==> config.mk <==
export PLATFORM = sky130hd
export DESIGN_NAME = dwm_window_map
export DESIGN_NICKNAME = d
export VERILOG_FILES = /design/src/rtl/dwm_pkg.sv /design/src/rtl/dwm_regs.sv /design/src/rtl/dwm_match.sv /design/src/rtl/dwm_prio.sv /design/src/rtl/dwm_window_map.sv
export SDC_FILE = /design/constraint.sdc
export NUM_CORES = 1
export LEC_CHECK = 0
export BUFFER_PORTS_ARGS = -buffer_cell sky130_fd_sc_hd__buf_2
export CORE_MARGIN = 5
export CORE_UTILIZATION = 60
export CTS_CLUSTER_DIAMETER = 60
export DETAILED_ROUTE_END_ITERATION = 8
export HOLD_SLACK_MARGIN = 0.02
export PLACE_DENSITY = 0.78
export SYNTH_ARGS = -nofsm -noshare
export SYNTH_HDL_FRONTEND = slang
export SYNTH_SLANG_ARGS = --single-unit
==> constraint.sdc <==
create_clock -name clk -period 2.68 [get_ports clk]
set_input_delay 0.268 -clock clk [delete_from_list [all_inputs] [get_ports clk]]
set_output_delay 0.268 -clock clk [all_outputs]
set_load 0.01 [all_outputs]
==> src/rtl/dwm_pkg.sv <==
// Shared types and register index constants for the address window decoder.
// Assumes at most 8 windows, so enables and access fields fit one word.
package dwm_pkg;

    // Word indices of the register groups on the register bus
    localparam int CTRL_IDX  = 0;
    localparam int BASE_IDX0 = 8;
    localparam int MASK_IDX0 = 16;
    localparam int OVRD_IDX0 = 24;
    localparam int IDX_W     = 6;

    // Bit position where the packed access fields start in the control word
    localparam int ACC_LSB   = 16;

    // Programmed fields of one window
    typedef struct packed {
        logic [15:0] base_hi;
        logic [7:0]  attr;
        logic [15:0] mask;
    } win_cfg_t;

endpackage

==> src/rtl/dwm_regs.sv <==
// Register file of the decoder: live window registers, their shadow copy,
// the per-engine override registers and the registered read path.
// Restore takes precedence over a same-cycle write. Save samples the values
// held before that cycle's write.
module dwm_regs
    import dwm_pkg::*;
#(
    parameter int NUM_WIN = 5,
    parameter int NUM_ENG = 2
) (
    input  logic                          clk,
    input  logic                          rst_n,
    input  logic                          req,
    input  logic                          we,
    input  logic [IDX_W-1:0]              idx,
    input  logic [31:0]                   wdata,
    input  logic                          save,
    input  logic                          restore,
    output logic [31:0]                   rdata,
    output logic                          rvalid,
    output win_cfg_t [NUM_WIN-1:0]        cfg,
    output logic [NUM_WIN-1:0]            en,
    output logic [NUM_WIN-1:0][1:0]       acc
);

    localparam int CTRL_W = ACC_LSB + 2 * NUM_WIN;

    logic                    wr;
    win_cfg_t [NUM_WIN-1:0]  cfg_sv;
    logic [NUM_WIN-1:0]      en_sv;
    logic [NUM_WIN-1:0][1:0] acc_sv;
    logic [NUM_ENG-1:0][31:0] ovrd;
    logic [31:0]             rd_next;

    assign wr = req && we;

    // Control word: enable bits and packed access fields
    always_ff @(posedge clk) begin
        if (!rst_n) begin
            en  <= '0;
            acc <= '0;
        end else if (restore) begin
            en  <= en_sv;
            acc <= acc_sv;
        end else if (wr && idx == IDX_W'(CTRL_IDX)) begin
            en  <= wdata[NUM_WIN-1:0];
            acc <= wdata[CTRL_W-1:ACC_LSB];
        end
    end

    // Shadow copy of the control word
    always_ff @(posedge clk) begin
        if (!rst_n) begin
            en_sv  <= '0;
            acc_sv <= '0;
        end else if (save) begin
            en_sv  <= en;
            acc_sv <= acc;
        end
    end

    generate
        for (genvar i = 0; i < NUM_WIN; i++) begin : g_win
            // Live base, attribute and mask of window i
            always_ff @(posedge clk) begin
                if (!rst_n) begin
                    cfg[i] <= '0;
                end else if (restore) begin
                    cfg[i] <= cfg_sv[i];
                end else if (wr && idx == IDX_W'(BASE_IDX0 + i)) begin
                    cfg[i].base_hi <= wdata[31:16];
                    cfg[i].attr    <= wdata[15:8];
                end else if (wr && idx == IDX_W'(MASK_IDX0 + i)) begin
                    cfg[i].mask <= wdata[31:16];
                end
            end

            // Shadow copy of window i
            always_ff @(posedge clk) begin
                if (!rst_n) begin
                    cfg_sv[i] <= '0;
                end else if (save) begin
                    cfg_sv[i] <= cfg[i];
                end
            end
        end

        for (genvar e = 0; e < NUM_ENG; e++) begin : g_eng
            // Override register of engine e, cleared on restore
            always_ff @(posedge clk) begin
                if (!rst_n) begin
                    ovrd[e] <= '0;
                end else if (restore) begin
                    ovrd[e] <= '0;
                end else if (wr && idx == IDX_W'(OVRD_IDX0 + e)) begin
                    ovrd[e] <= wdata;
                end
            end
        end
    endgenerate

    // Read multiplexer over all register groups
    always_comb begin
        rd_next = '0;
        if (idx == IDX_W'(CTRL_IDX)) begin
            rd_next[NUM_WIN-1:0]        = en;
            rd_next[CTRL_W-1:ACC_LSB]   = acc;
        end
        for (int i = 0; i < NUM_WIN; i++) begin
            if (idx == IDX_W'(BASE_IDX0 + i))
                rd_next = {cfg[i].base_hi, cfg[i].attr, 8'h00};
            if (idx == IDX_W'(MASK_IDX0 + i))
                rd_next = {cfg[i].mask, 16'h0000};
        end
        for (int e = 0; e < NUM_ENG; e++) begin
            if (idx == IDX_W'(OVRD_IDX0 + e))
                rd_next = ovrd[e];
        end
    end

    // Registered read data and its valid flag
    always_ff @(posedge clk) begin
        if (!rst_n) begin
            rdata  <= '0;
            rvalid <= 1'b0;
        end else begin
            rvalid <= req && !we;
            rdata  <= (req && !we) ? rd_next : '0;
        end
    end

endmodule

==> src/rtl/dwm_match.sv <==
// Per-window comparators: a window hits when it is enabled and the address
// agrees with its base on every upper bit that the mask leaves clear.
// Purely combinational.
module dwm_match
    import dwm_pkg::*;
#(
    parameter int NUM_WIN = 5
) (
    input  logic [15:0]            addr_hi,
    input  win_cfg_t [NUM_WIN-1:0] cfg,
    input  logic [NUM_WIN-1:0]     en,
    output logic [NUM_WIN-1:0]     hit_vec
);

    generate
        for (genvar i = 0; i < NUM_WIN; i++) begin : g_cmp
            // Masked compare of window i
            assign hit_vec[i] = en[i] &&
                ((addr_hi & ~cfg[i].mask) == (cfg[i].base_hi & ~cfg[i].mask));
        end
    endgenerate

endmodule

==> src/rtl/dwm_prio.sv <==
// Fixed-priority selector: reports whether any window hit and the index of
// the lowest-numbered one. Purely combinational.
module dwm_prio #(
    parameter int NUM_WIN = 5,
    parameter int WIN_W   = 3
) (
    input  logic [NUM_WIN-1:0] hit_vec,
    output logic               any,
    output logic [WIN_W-1:0]   sel
);

    // Scan from the top so the lowest hit is the last assignment
    always_comb begin
        any = 1'b0;
        sel = '0;
        for (int i = NUM_WIN - 1; i >= 0; i--) begin
            if (hit_vec[i]) begin
                any = 1'b1;
                sel = WIN_W'(i);
            end
        end
    end

endmodule

==> src/rtl/dwm_window_map.sv <==
// Top of the address window decoder. It registers one lookup result per cycle
// from the window registers held in dwm_regs. Lookups see the register state
// after the previous edge. Assumes 2 to 8 windows.
module dwm_window_map
    import dwm_pkg::*;
#(
    parameter int NUM_WIN = 5,
    parameter int NUM_ENG = 2,
    localparam int WIN_W  = (NUM_WIN > 1) ? $clog2(NUM_WIN) : 1
) (
    input  logic              clk,
    input  logic              rst_n,
    input  logic              reg_req,
    input  logic              reg_we,
    input  logic [IDX_W-1:0]  reg_idx,
    input  logic [31:0]       reg_wdata,
    output logic [31:0]       reg_rdata,
    output logic              reg_rvalid,
    input  logic              snap_save,
    input  logic              snap_restore,
    input  logic              lk_valid,
    input  logic [31:0]       lk_addr,
    output logic              res_valid,
    output logic              res_hit,
    output logic              res_miss,
    output logic [WIN_W-1:0]  res_win,
    output logic [7:0]        res_attr,
    output logic [1:0]        res_access
);

    win_cfg_t [NUM_WIN-1:0]  cfg;
    logic [NUM_WIN-1:0]      en;
    logic [NUM_WIN-1:0][1:0] acc;
    logic [NUM_WIN-1:0]      hit_vec;
    logic                    any;
    logic [WIN_W-1:0]        sel;

    dwm_regs #(.NUM_WIN(NUM_WIN), .NUM_ENG(NUM_ENG)) u_regs (
        .clk     (clk),
        .rst_n   (rst_n),
        .req     (reg_req),
        .we      (reg_we),
        .idx     (reg_idx),
        .wdata   (reg_wdata),
        .save    (snap_save),
        .restore (snap_restore),
        .rdata   (reg_rdata),
        .rvalid  (reg_rvalid),
        .cfg     (cfg),
        .en      (en),
        .acc     (acc)
    );

    dwm_match #(.NUM_WIN(NUM_WIN)) u_match (
        .addr_hi (lk_addr[31:16]),
        .cfg     (cfg),
        .en      (en),
        .hit_vec (hit_vec)
    );

    dwm_prio #(.NUM_WIN(NUM_WIN), .WIN_W(WIN_W)) u_prio (
        .hit_vec (hit_vec),
        .any     (any),
        .sel     (sel)
    );

    // Result register: winner fields on a hit, all zero on a miss
    always_ff @(posedge clk) begin
        if (!rst_n) begin
            res_valid  <= 1'b0;
            res_hit    <= 1'b0;
            res_miss   <= 1'b0;
            res_win    <= '0;
            res_attr   <= '0;
            res_access <= '0;
        end else begin
            res_valid  <= lk_valid;
            res_hit    <= lk_valid && any;
            res_miss   <= lk_valid && !any;
            res_win    <= (lk_valid && any) ? sel : '0;
            res_attr   <= (lk_valid && any) ? cfg[sel].attr : '0;
            res_access <= (lk_valid && any) ? acc[sel] : '0;
        end
    end

endmodule

==> impl_metrics.env <==
export IMPL_status="finished, violations left"
export IMPL_violations="max-slew violations"
export IMPL_timing_worst_slew_pin_value_ps=1789
export IMPL_holdWs_ps=51.21
export IMPL_worstSetupStartpointType="flip-flop"
export IMPL_synth_top_cell_area_share_pct=44.87
export IMPL_finalCritPeriodShare_pct=95.02
export IMPL_cp_required_ps=3160
export IMPL_clock_path_buffers=3
export IMPL_drive_gt1_share_pct=14.17
export IMPL_wl_um=79920
export IMPL_grt_usage_pct=34.59
export IMPL_netlist_area_um2=24230
export IMPL_clk_pin_slew_worst_paths_ps=60
export IMPL_cp_slowest_cell="or3_1"
export IMPL_vias_per_cell=6.454
export IMPL_multi_input_area_um2=12500
export IMPL_leakage_uw=0.01048
export IMPL_crit_type="reg2reg"
export IMPL_ir_drop_uv=482.9
export IMPL_end_kind="flip-flop"
export IMPL_yosys_cell_types_count=59
export IMPL_dpl_hpwl_um=53150
export IMPL_die_h_um=211.0
export IMPL_max_freq_mhz=392.7
export IMPL_num_rows=73
export IMPL_maxCapViolCount=0
export IMPL_cts_tree="done"
export IMPL_worstPathMaxFanout=9
export IMPL_dpl_cell_area_um2=25740
export IMPL_ios=126
export IMPL_cts_sinks=543
export IMPL_drt_first_pass_iters=8
export IMPL_design_area_um2=27770
export IMPL_initial_core_util_pct=60.84
export IMPL_overflow=0
export IMPL_drt_iter0_drc=2430
export IMPL_htreeDepth=2
export IMPL_power_density_nw_per_um2=644.1
export IMPL_gp_congestion=0.9807
export IMPL_nNetsFinal=2802
export IMPL_wire_per_inst_um=24.27
export IMPL_antenna_found_initial=3
export IMPL_grt_pass1_vias=20248
export IMPL_fin_crit_ps=2547
export IMPL_hold_violations=0
export IMPL_ys_seq_elements=543
export IMPL_hp_class="in2reg"
export IMPL_fin_skew_ps=31.22
export IMPL_post_cts_buffers=0
export IMPL_yosys_area_top_type="dfxtp_1"
export IMPL_ys_seq_area_share_pct=44.87
export IMPL_slew_violations=221
export IMPL_syn_num_nets=2712
export IMPL_regArea_um2=10870
export IMPL_fin_util_pct=69.73
export IMPL_max_stage_delay_ps=380
export IMPL_synth_area_top_cells="dfxtp_1 (45%), mux2i_1 (11%), a22oi_1 (6.4%)"
export IMPL_drcViolationCount=0
export IMPL_grt_pass1_wl_um=120800
export IMPL_die_w_um=211.0
export IMPL_ant_nets=0
export IMPL_total_power_uw=17880
export IMPL_vias=21253
export IMPL_syn2layout_area_growth_pct=14.61
export IMPL_clk_latency_ps=620
export IMPL_rsz0062_at_grt="no"
export IMPL_syn_inst=2635
export IMPL_root_buffer="clkbuf_16"
export IMPL_slew_limit_headroom_pct=-19.24
export IMPL_critPathArrivalTime_ps=3030
export IMPL_die_area_um2=44500
export IMPL_core_um2=39820
export IMPL_fillers=3140
export IMPL_port_buffers=109
export IMPL_setup_viol=0
export IMPL_path_cells="xnor2_1, o22ai_1, nor4_1, o2111ai_1, buf_4, nand2b_1, or3_1, a32o_1"
export IMPL_yosysWarnings=0
export IMPL_cts_buffers=55
export IMPL_grt_max_degree=327
export IMPL_syn_avg_cell_area_um2=9.195
-- layout by cell type, fill, tap and decap left out, types with 10 or more instances in the layout --
cell type      netlist  routed
a211oi_2            10      10
a21boi_0           103     103
a21boi_1            74      74
a21oi_1            112     109
a221oi_1            15      15
a222oi_1            11      11
a22o_1              13      13
a22oi_1            207     207
a31oi_1             10      10
and2_1              48      48
buf_12               0      14
buf_2               41     106
buf_4                2     117
clkbuf_1           152      12
clkbuf_16            0      55
clkbuf_8             0      15
dfxtp_1            543     543
dlygate4sd3_1        0      15
mux2_2              13      13
mux2i_1            259     259
nand2_1            388     388
nand3_1             23      23
nor2_1              56      50
nor2_2              10      16
nor2b_1            217     217
o21ai_0             66      66
o21ai_1             11      10
o221ai_1            10      10
o22ai_1             31      31
o2bb2ai_1           20      20
xnor2_1             80      79
-- layer usage --
layer,wire (µm),GRT usage (%)
met5,19,0
met3,8559,7.010
met4,5182,18.78
met2,35040,52.88
met1,31120,46.26
-- worst max-delay path, delay by kind of cell (launching register included) --
family	cells	cell delay, ps
AOI/OAI and AO/OA	3	600
DFF	1	350
and+or+nand+nor	3	980
xor gates and xnor gates	1	290
buffers and inverters	1	190
-- final cells by class --
type | count | area share, %
clock inverters | 17 | 0.8245
inverters | 3 | 0.04055
well taps | 525 | 2.366
repair buffers | 255 | 6.781
clock buffers | 81 | 5.812
multi-input cells | 1867 | 45.01
diodes | 2 | 0.01802
flip-flops and latches | 543 | 39.15
-- cell usage after synthesis, drive strengths merged --
cell,number
dfxtp,543
nand2,390
mux2i,259
nor2b,217
a22oi,207
a21boi,177
clkbuf,152
a21oi,116
xnor2,80
o21ai,77
buf,70
nor2,69
and2,49
o22ai,31
nand3,23
o2bb2ai,20
a221oi,15
a22o,13
mux2,13
a211oi,11
a222oi,11
a31oi,10
o21a,10
o221ai,10
or3,10
a32o,9
nor3,7
nor4,6
nand2b,5
o22a,5
o2111ai,4
inv,3
nor4b,3
or2,2
or4b,2
and3b,1
nand3b,1
nor3b,1
o31a,1
or3b,1
or4,1
-- cell families (layout without fill, tap and decap cells) --
kind of cell,Yosys count,in the layout,share of synthesized area (%)
buffers and inverters,225,356,3.791
xor gates and xnor gates,80,80,2.892
DFF,543,543,44.87
and+or+nand+nor,788,788,16.00
AOI/OAI and AO/OA,727,727,21.15
muxes,272,272,11.30
other,0,2,0
-- flip-flops by register name, summed over array words and instances, names as in the netlist --
| register | cells |
|---|---|
| res_access | 2 |
| res_attr | 8 |
| res_hit | 1 |
| res_miss | 1 |
| res_valid | 1 |
| res_win | 3 |
| u_regs.acc | 10 |
| u_regs.acc_sv | 10 |
| u_regs.cfg | 200 |
| u_regs.cfg_sv | 200 |
| u_regs.en | 5 |
| u_regs.en_sv | 5 |
| u_regs.ovrd | 64 |
| u_regs.rdata | 32 |
| u_regs.rvalid | 1 |
-- timing repair --
item                                    4_1_cts  5_1_grt
hold buffers                                 15        0
endpoints found under the setup margin        0       11
hold endpoints to repair                     36        0
resized for setup                             0        6
-- power by group --
group | internal (µW) | switching, µW | leakage, µW
clock network | 4640 | 3250 | 0.000906
logic | 599 | 952 | 0.00517
registers | 8260 | 190 | 0.00440
total | 13500 | 4390 | 0.0105
-- per-stage QoR --
step | setup slack [ps] | std cells | setup TNS (ps)
2_1_floorplan | 561.3 | 2635 | 0
3_3_place_gp | -48.13 | 3178 | -346.3
3_5_place_dp | -26.07 | 3178 | -44.85
4_1_cts | 93.72 | 3291 | 0
5_1_grt | 31.51 | 3291 | 0
6_report | 133.4 | 3293 | 0
-- final timing paths --
check	from	end	slack, ps	cells after the start
worst max-delay path	u_regs.cfg[155]	res_attr[1]	130	8
worst min-delay path	reg_wdata[15]	u_regs.ovrd[15]	50	3
worst max register to register	u_regs.cfg[155]	res_attr[1]	130	8
worst min register to register	u_regs.ovrd[63]	u_regs.ovrd[63]	450	2
Note: power is estimated with default switching activity, not from simulation.
